`config.mk`:
```
export PLATFORM = sky130hd
export DESIGN_NAME = sio_cfg_port
export DESIGN_NICKNAME = d
export VERILOG_FILES = /design/src/rtl/sio_cfg_pkg.sv /design/src/rtl/sio_key_matcher.sv /design/src/rtl/sio_reg_file.sv /design/src/rtl/sio_cfg_port.sv
export SDC_FILE = /design/constraint.sdc
export NUM_CORES = 1
export LEC_CHECK = 0
export BUFFER_PORTS_ARGS = -buffer_cell sky130_fd_sc_hd__buf_2
export CORE_MARGIN = 1
export CORE_UTILIZATION = 26
export DETAILED_ROUTE_END_ITERATION = 7
export GPL_TIMING_DRIVEN = 0
export PLACE_DENSITY = 0.48
export REMOVE_ABC_BUFFERS = 1
export SLEW_MARGIN = 10
export SYNTH_ARGS = -nofsm -noshare
export SYNTH_HDL_FRONTEND = slang
export SYNTH_HIERARCHICAL = 1
export SYNTH_SLANG_ARGS = --single-unit
```
`constraint.sdc`:
```
create_clock -name clk -period 5.39 [get_ports clk]
set_input_delay 0.539 -clock clk [delete_from_list [all_inputs] [get_ports clk]]
set_output_delay 0.539 -clock clk [all_outputs]
set_load 0.05 [all_outputs]
```
`src/rtl/sio_cfg_pkg.sv`:
```
package sio_cfg_pkg;
  localparam logic [7:0] KEY_FIRST  = 8'h87;
  localparam logic [7:0] KEY_SECOND = 8'h01;
  localparam logic [7:0] KEY_THIRD  = 8'h55;
  localparam logic [7:0] KEY_LAST_A = 8'h55;
  localparam logic [7:0] KEY_LAST_B = 8'hAA;

  localparam logic [7:0] REG_LOCK  = 8'h02;
  localparam logic [7:0] REG_LDN   = 8'h07;
  localparam logic [7:0] REG_ID_HI = 8'h20;
  localparam logic [7:0] REG_ID_LO = 8'h21;
  localparam logic [7:0] REG_REV   = 8'h22;
  localparam logic [7:0] REG_FB_HI = 8'h64;
  localparam logic [7:0] REG_FB_LO = 8'h65;
  localparam logic [7:0] REG_STEER = 8'hEF;

  // Expected key byte at a given position; the final one depends on the strap.
  function automatic logic [7:0] key_byte(input logic [1:0] step, input logic alt);
    case (step)
      2'd0:    return KEY_FIRST;
      2'd1:    return KEY_SECOND;
      2'd2:    return KEY_THIRD;
      default: return alt ? KEY_LAST_B : KEY_LAST_A;
    endcase
  endfunction

  // Flash base placement rule: nonzero, below 4 KiB, 8-byte aligned.
  function automatic logic base_ok(input logic [15:0] b);
    return (b != 16'h0000) && (b[15:12] == 4'h0) && (b[2:0] == 3'b000);
  endfunction
endpackage

```
`src/rtl/sio_key_matcher.sv`:
```
module sio_key_matcher
  import sio_cfg_pkg::*;
(
  input  logic       clk,
  input  logic       rst_n,
  input  logic       alt,
  input  logic       idx_wr,
  input  logic [7:0] wdata,
  input  logic       relock,
  output logic       unlocked,
  output logic       unlock_pulse
);
  logic [1:0] step;
  logic       hit;

  assign hit          = (wdata == key_byte(step, alt));
  assign unlock_pulse = idx_wr && !unlocked && hit && (step == 2'd3);

  always_ff @(posedge clk) begin
    if (!rst_n) begin
      step     <= 2'd0;
      unlocked <= 1'b0;
    end else if (relock) begin
      step     <= 2'd0;
      unlocked <= 1'b0;
    end else if (idx_wr && !unlocked) begin
      if (hit) begin
        if (step == 2'd3) begin
          unlocked <= 1'b1;
          step     <= 2'd0;
        end else begin
          step <= step + 2'd1;
        end
      end else begin
        step <= (wdata == KEY_FIRST) ? 2'd1 : 2'd0;
      end
    end
  end
endmodule

```
`src/rtl/sio_reg_file.sv`:
```
module sio_reg_file
  import sio_cfg_pkg::*;
#(
  parameter logic [15:0] CHIP_ID   = 16'h87C3,
  parameter logic [7:0]  CHIP_REV  = 8'h04,
  parameter logic [7:0]  FLASH_LDN = 8'h07,
  parameter logic [15:0] BASE_RST  = 16'h0290
) (
  input  logic        clk,
  input  logic        rst_n,
  input  logic        active,
  input  logic        idx_wr,
  input  logic        dat_wr,
  input  logic [7:0]  wdata,
  output logic [7:0]  rd_val,
  output logic        relock,
  output logic [15:0] flash_base,
  output logic        flash_sel
);
  logic [7:0] index_q;
  logic [7:0] ldn_q;
  logic [7:0] fb_hi_q, fb_lo_q;
  logic       sel_q;
  logic       dev_hit;
  logic       cfg_wr;

  assign dev_hit = (ldn_q == FLASH_LDN);
  assign cfg_wr  = active && dat_wr;
  assign relock  = cfg_wr && (index_q == REG_LOCK) && wdata[1];

  always_ff @(posedge clk) begin
    if (!rst_n) begin
      index_q <= 8'h00;
      ldn_q   <= 8'h00;
      fb_hi_q <= BASE_RST[15:8];
      fb_lo_q <= BASE_RST[7:0];
      sel_q   <= 1'b0;
    end else begin
      if (relock)
        index_q <= 8'h00;
      else if (active && idx_wr)
        index_q <= wdata;
      if (cfg_wr) begin
        case (index_q)
          REG_LDN:   ldn_q <= wdata;
          REG_FB_HI: if (dev_hit) fb_hi_q <= wdata;
          REG_FB_LO: if (dev_hit) fb_lo_q <= wdata;
          REG_STEER: if (dev_hit) sel_q <= wdata[0];
          default: ;
        endcase
      end
    end
  end

  always_comb begin
    rd_val = 8'h00;
    case (index_q)
      REG_ID_HI: rd_val = CHIP_ID[15:8];
      REG_ID_LO: rd_val = CHIP_ID[7:0];
      REG_REV:   rd_val = CHIP_REV;
      REG_LDN:   rd_val = ldn_q;
      REG_FB_HI: if (dev_hit) rd_val = fb_hi_q;
      REG_FB_LO: if (dev_hit) rd_val = fb_lo_q;
      REG_STEER: if (dev_hit) rd_val = {7'b0, sel_q};
      default:   rd_val = 8'h00;
    endcase
  end

  assign flash_base = {fb_hi_q, fb_lo_q};
  assign flash_sel  = sel_q;
endmodule

```
`src/rtl/sio_cfg_port.sv`:
```
module sio_cfg_port
  import sio_cfg_pkg::*;
#(
  parameter logic [15:0] BASE_A    = 16'h002E,
  parameter logic [15:0] BASE_B    = 16'h004E,
  parameter logic [15:0] CHIP_ID   = 16'h87C3,
  parameter logic [7:0]  CHIP_REV  = 8'h04,
  parameter logic [7:0]  FLASH_LDN = 8'h07,
  parameter logic [15:0] BASE_RST  = 16'h0290
) (
  input  logic        clk,
  input  logic        rst_n,
  input  logic        strap_alt,
  input  logic [15:0] io_addr,
  input  logic        io_wr,
  input  logic [7:0]  io_wdata,
  output logic [7:0]  io_rdata,
  output logic        cfg_active,
  output logic [15:0] flash_base,
  output logic        flash_base_valid,
  output logic        flash_sel
);
  logic [15:0] idx_addr;
  logic        idx_wr, dat_sel, dat_wr;
  logic [7:0]  rd_val;
  logic        unlock_pulse, relock_pulse;

  assign idx_addr = strap_alt ? BASE_B : BASE_A;
  assign idx_wr   = io_wr && (io_addr == idx_addr);
  assign dat_sel  = (io_addr == idx_addr + 16'd1);
  assign dat_wr   = io_wr && dat_sel;

  sio_key_matcher u_key (
    .clk(clk), .rst_n(rst_n), .alt(strap_alt), .idx_wr(idx_wr),
    .wdata(io_wdata), .relock(relock_pulse),
    .unlocked(cfg_active), .unlock_pulse(unlock_pulse)
  );

  sio_reg_file #(
    .CHIP_ID(CHIP_ID), .CHIP_REV(CHIP_REV),
    .FLASH_LDN(FLASH_LDN), .BASE_RST(BASE_RST)
  ) u_regs (
    .clk(clk), .rst_n(rst_n), .active(cfg_active), .idx_wr(idx_wr),
    .dat_wr(dat_wr), .wdata(io_wdata), .rd_val(rd_val),
    .relock(relock_pulse), .flash_base(flash_base), .flash_sel(flash_sel)
  );

  assign io_rdata         = (cfg_active && dat_sel) ? rd_val : 8'hFF;
  assign flash_base_valid = base_ok(flash_base);
endmodule

```
==> results.json, run 1 <==
{
  "power.internal_uw": 383,
  "start_util_pct": 27.1,
  "die_w_um": 92.0,
  "cp.required_ns": 4.85,
  "fin_crit_sh_pct": 61.0,
  "final_cell_area_um2": 2560,
  "io_pins": 55,
  "startpoint_type": "register",
  "slew_headroom_pct": 49.2,
  "p_leak_nw": 1.02,
  "num-nets-final": 334,
  "grt_max_degree": 39,
  "comb_power_share_pct": 6.7,
  "worst_slack_ns": 2.10,
  "power_switching_uw": 119,
  "coreArea_um2": 7770,
  "finClkSkew_ns": 0.00407,
  "viasPerCell": 4.98,
  "insertion_delay_ns": 0.29,
  "rsz0062_at_grt": "no",
  "ant_nets": 0,
  "cts_tree": "built",
  "firstDrtPassIters": 4,
  "worst_pin_slew_ns": 0.753,
  "cts.path.max_buffers": 2,
  "min_period_ns": 3.29,
  "pre_cts_slack_ns": 2.39,
  "grt-ovfl-total": 0,
  "cts-hold-fix-buffers": 0,
  "critPathMaxFanout": 17,
  "grt_pass1_vias": 1777,
  "power_density_nw_per_um2": 196,
  "root_buffer": "clkbuf_8",
  "portBuffers": 54,
  "cts_buffers": 5,
  "fp.dieH_um": 92.0,
  "postSynthAreaPerCell_um2": 8.39,
  "numClockSinks": 36,
  "seqPwrFrac_pct": 52.9,
  "hpwlAfterDp_mm": 4.57,
  "drc": 0,
  "clkPwrFrac_pct": 40.4,
  "cp-end-kind": "output port",
  "avgRoutedWirePerCell_um": 15.0,
  "ys.warnings.count": 6,
  "path_class": "register to output port",
  "clock.fmax_ghz": 0.304,
  "syn_inst": 251,
  "syn_area_um2": 2110,
  "place.gp.congestion": 0.747,
  "clk_pin_slew_ns": 0.07,
  "grt_pass1_wl_mm": 9.24,
  "place_area_um2": 2470,
  "final-setup-viol-count": 0,
  "placementRows": 32,
  "fin_setup_tns_ns": 0,
  "htreeDepth": 2,
  "routed_wl_mm": 6.08,
  "track_usage_pct": 14.2,
  "via_count": 2013,
  "whs_ns": 0.489,
  "hold_path_class": "register to register",
  "switching_share_pct": 23.8,
  "status": "complete, no violations",
  "cp.arrival_ns": 2.75,
  "die_area_um2": 8470,
  "drive_above_1_share_pct": 25.2,
  "post-cts-setup-buffer-count": 0,
  "hold_viol": 0,
  "first_iter_violations": 77,
  "irDropWorstVdd_uv": 74.4,
  "power_uw": 502,
  "areaGrowthSynthToFinish_pct": 21.6,
  "antenna_found_initial": 0,
  "drv_slew": 0,
  "drv_cap": 0,
  "diodes": 0,
  "cts_resized": 0
}
## flip-flops by register name, summed over array words and instances, names as in the netlist
register	cells
u_regs/fb_hi_q	8
u_regs/fb_lo_q	8
u_regs/index_q	8
u_regs/ldn_q	8
u_key/step	2
u_key/unlocked	1
u_regs/flash_sel	1
## layer usage
metal	global-route usage [%]	vias up	part of all wire (%)	wire length (um)
met5	0	-	0	0
met4	4.69	0	1.4	83
met3	2.90	5	4.5	274
met2	21.2	55	43	2600
met1	20.3	938	51	3120
li1	-	1015	-	-
## critical path, cell delays in order (launching register included)
cell and delay, ns:
dfxtp_1 0.81, mux2_2 0.43, a22o_1 0.18, a221o_1 0.31, or4_1 0.50, buf_2 0.22
## power by group through the flow
| stage | Combinational, mW | Clock [mW] | Sequential, mW |
|---|---|---|---|
| 2_1_floorplan | 0.0116 | 0 | 0.272 |
| 3_3_place_gp | 0.0329 | 0 | 0.272 |
| 3_5_place_dp | 0.0338 | 0 | 0.272 |
| 4_1_cts | 0.0340 | 0.210 | 0.266 |
| 5_1_grt | 0.0368 | 0.221 | 0.266 |
| 6_report | 0.0336 | 0.203 | 0.266 |
## metrics by stage
stage          std cells  util (%)
6_report             404      33.0
5_1_grt              404      33.0
4_1_cts              404      33.0
3_5_place_dp         396      31.8
3_3_place_gp         395      31.6
2_1_floorplan        239         -
## path summary, 6_finish.rpt
check	slack [ns]	start	cells after the start	end
worst min register to register	0.49	u_regs/index_q[4]	2	u_regs/index_q[4]
worst max-delay path	2.10	u_regs/index_q[0]	5	io_rdata[0]
worst min-delay path	0.49	u_regs/index_q[4]	2	u_regs/index_q[4]
worst max register to register	3.24	u_key/unlocked	4	u_regs/fb_hi_q[6]
## layout make-up
type	count	area, um^2
clock buffers	7	86.3
clock inverters	1	7.51
fillers	851	5200
inverters	4	15.0
multi-input cells	199	1330
flip-flops and latches	36	721
well taps	102	128
repair buffers	55	278
## cells in the final DEF, fill, tap and decap left out, types with 2 or more instances in the layout
master	n
nor3_1	4
o21ai_0	12
clkbuf_8	6
mux2_2	3
nor4_1	4
or4_1	8
dfxtp_1	36
buf_2	54
mux2i_1	24
nand2b_1	2
nor4_2	2
or3b_1	3
and2_1	3
a221o_1	2
ha_1	5
nand4_1	3
a21oi_1	11
nand2_1	43
nand3b_1	3
a31oi_1	2
and3_1	3
nor2b_1	8
a211o_1	2
inv_1	4
nor2_1	10
nand3_1	22
nor4b_1	2
Note: power is estimated with default switching activity, not from simulation.
==> inputs of run 2 (changes only) <==
clock period = 3.18 ns   (was 5.39 ns; I/O delays follow)
==> run 2 against run 1 <==
  * Critical path depth did not move
  * Die area unchanged
  * Clock skew stayed put
  * Utilization about the same
  * Sequential power up 69%
  * Highest routed layer unchanged
  * Clock power up 69%
  * Largest power group unchanged
  * Non-clock buffer count stayed put
==> results.json, run 2 (synthesis gave the netlist of run 1 again) <==
{
  "place.gp.congestion": 0.747,
  "post-cts-setup-buffer-count": 0,
  "final_cell_area_um2": 2560,
  "via_count": 2013,
  "irDropWorstVdd_uv": 126,
  "start_util_pct": 27.1,
  "multi_input_area_um2": 1330,
  "place_area_um2": 2470,
  "critPathMaxFanout": 17,
  "diodes": 0,
  "cp.arrival_ns": 2.50,
  "cp.required_ns": 2.86,
  "portBuffers": 54,
  "fill_cells": 850,
  "ant_nets": 0,
  "cts_buffers": 5,
  "worst_slack_ns": 0.362,
  "hold_path_class": "input pin to register",
  "die_area_um2": 8470,
  "path_class": "register to output port",
  "cts_tree": "built",
  "grt_pass1_vias": 1777,
  "drc": 0,
  "drv_slew": 0,
  "track_usage_pct": 14.2,
  "hpwlAfterDp_mm": 4.57,
  "numClockSinks": 36,
  "min_period_ns": 2.82,
  "slew_headroom_pct": 49.3,
  "insertion_delay_ns": 0.29,
  "areaGrowthSynthToFinish_pct": 21.7,
  "rsz0062_at_grt": "no",
  "die_w_um": 92.0,
  "pre_cts_slack_ns": 0.405,
  "final-setup-viol-count": 0,
  "register_area_um2": 722,
  "fin_crit_sh_pct": 88.6,
  "p_leak_nw": 1.02,
  "fin_setup_tns_ns": 0,
  "power_density_nw_per_um2": 332,
  "fp.dieH_um": 92.0,
  "num-nets-final": 334,
  "startpoint_type": "register",
  "placementRows": 32,
  "finClkSkew_ns": 0.00407,
  "drive_above_1_share_pct": 25.5,
  "status": "complete, no violations",
  "grt_pass1_wl_mm": 9.24,
  "clock.fmax_ghz": 0.355,
  "htreeDepth": 2,
  "root_buffer": "clkbuf_8",
  "viasPerCell": 4.98,
  "final-instance-count-excl-fill": 404,
  "first_iter_violations": 77,
  "grt-ovfl-total": 0,
  "cp-end-kind": "output port",
  "clk_pin_slew_ns": 0.07,
  "io_pins": 55,
  "final_common_cell": "buf_2",
  "dp_cells": 396,
  "drv_cap": 0,
  "antenna_found_initial": 0,
  "firstDrtPassIters": 4,
  "worst_pin_slew_ns": 0.752,
  "hold_viol": 0,
  "routed_wl_mm": 6.08,
  "cts-hold-fix-buffers": 0,
  "coreArea_um2": 7770,
  "avgRoutedWirePerCell_um": 15.0,
  "cts.path.max_buffers": 2,
  "layout_common_cells": "54 x buf_2, 43 x nand2_1, 35 x dfxtp_1, 24 x mux2i_1, 22 x nand3_1",
  "grt_max_degree": 39
}
==> run 2: final cells by class <==
type | instances | area share (%)
clock inverters | 1 | 0.293
well taps | 102 | 4.98
inverters | 4 | 0.586
repair buffers | 55 | 10.8
clock buffers | 7 | 3.37
multi-input cells | 199 | 51.8
flip-flops and latches | 36 | 28.2
==> run 2: worst max-delay path, cell delays in order (launching register included) <==
cell and delay (ns):
dfxtp_2 0.59, mux2_2 0.41, a22o_1 0.18, a221o_1 0.31, or4_1 0.50, buf_2 0.22
==> run 2: repair_timing <==
item | in CTS | in global routing
resized for setup | 0 | 1
endpoints found under the hold margin | 0 | 0
endpoints found under the setup margin | 0 | 1
==> run 2: power breakdown <==
part           total (mW)  internal, mW  switching (mW)
registers           0.450         0.450   0.00000000269
clock network       0.343         0.176           0.167
logic              0.0570        0.0220          0.0350
total               0.851         0.648           0.202
==> run 2: final timing paths <==
path	from	to	slack [ns]	depth (start not counted)
setup / recovery	u_regs/index_q[0]	io_rdata[0]	0.36	5
hold / removal	io_wdata[0]	u_regs/index_q[0]	0.29	3
setup reg to reg	u_key/unlocked	u_regs/fb_hi_q[6]	1.03	4
hold reg to reg	u_regs/index_q[4]	u_regs/index_q[4]	0.49	2
==> run 2: stage by stage <==
stage | util (%) | power [mW] | hold slack, ns
floorplan | - | 0.481 | 0.455
global placement | 31.6 | 0.517 | 0.479
detailed placement | 31.8 | 0.518 | 0.482
CTS | 33.0 | 0.864 | 0.297
global route | 33.0 | 0.886 | 0.317
finish | 33.0 | 0.851 | 0.292
==> run 2: routing by layer <==
layer  GRT usage (%)  vias to the layer above  routed length, um
li1                -                     1015                  -
met3            2.90                        5                274
met1            20.3                      938               3120
met2            21.2                       55               2600
met5               0                        -                  0
met4            4.69                        0                 83
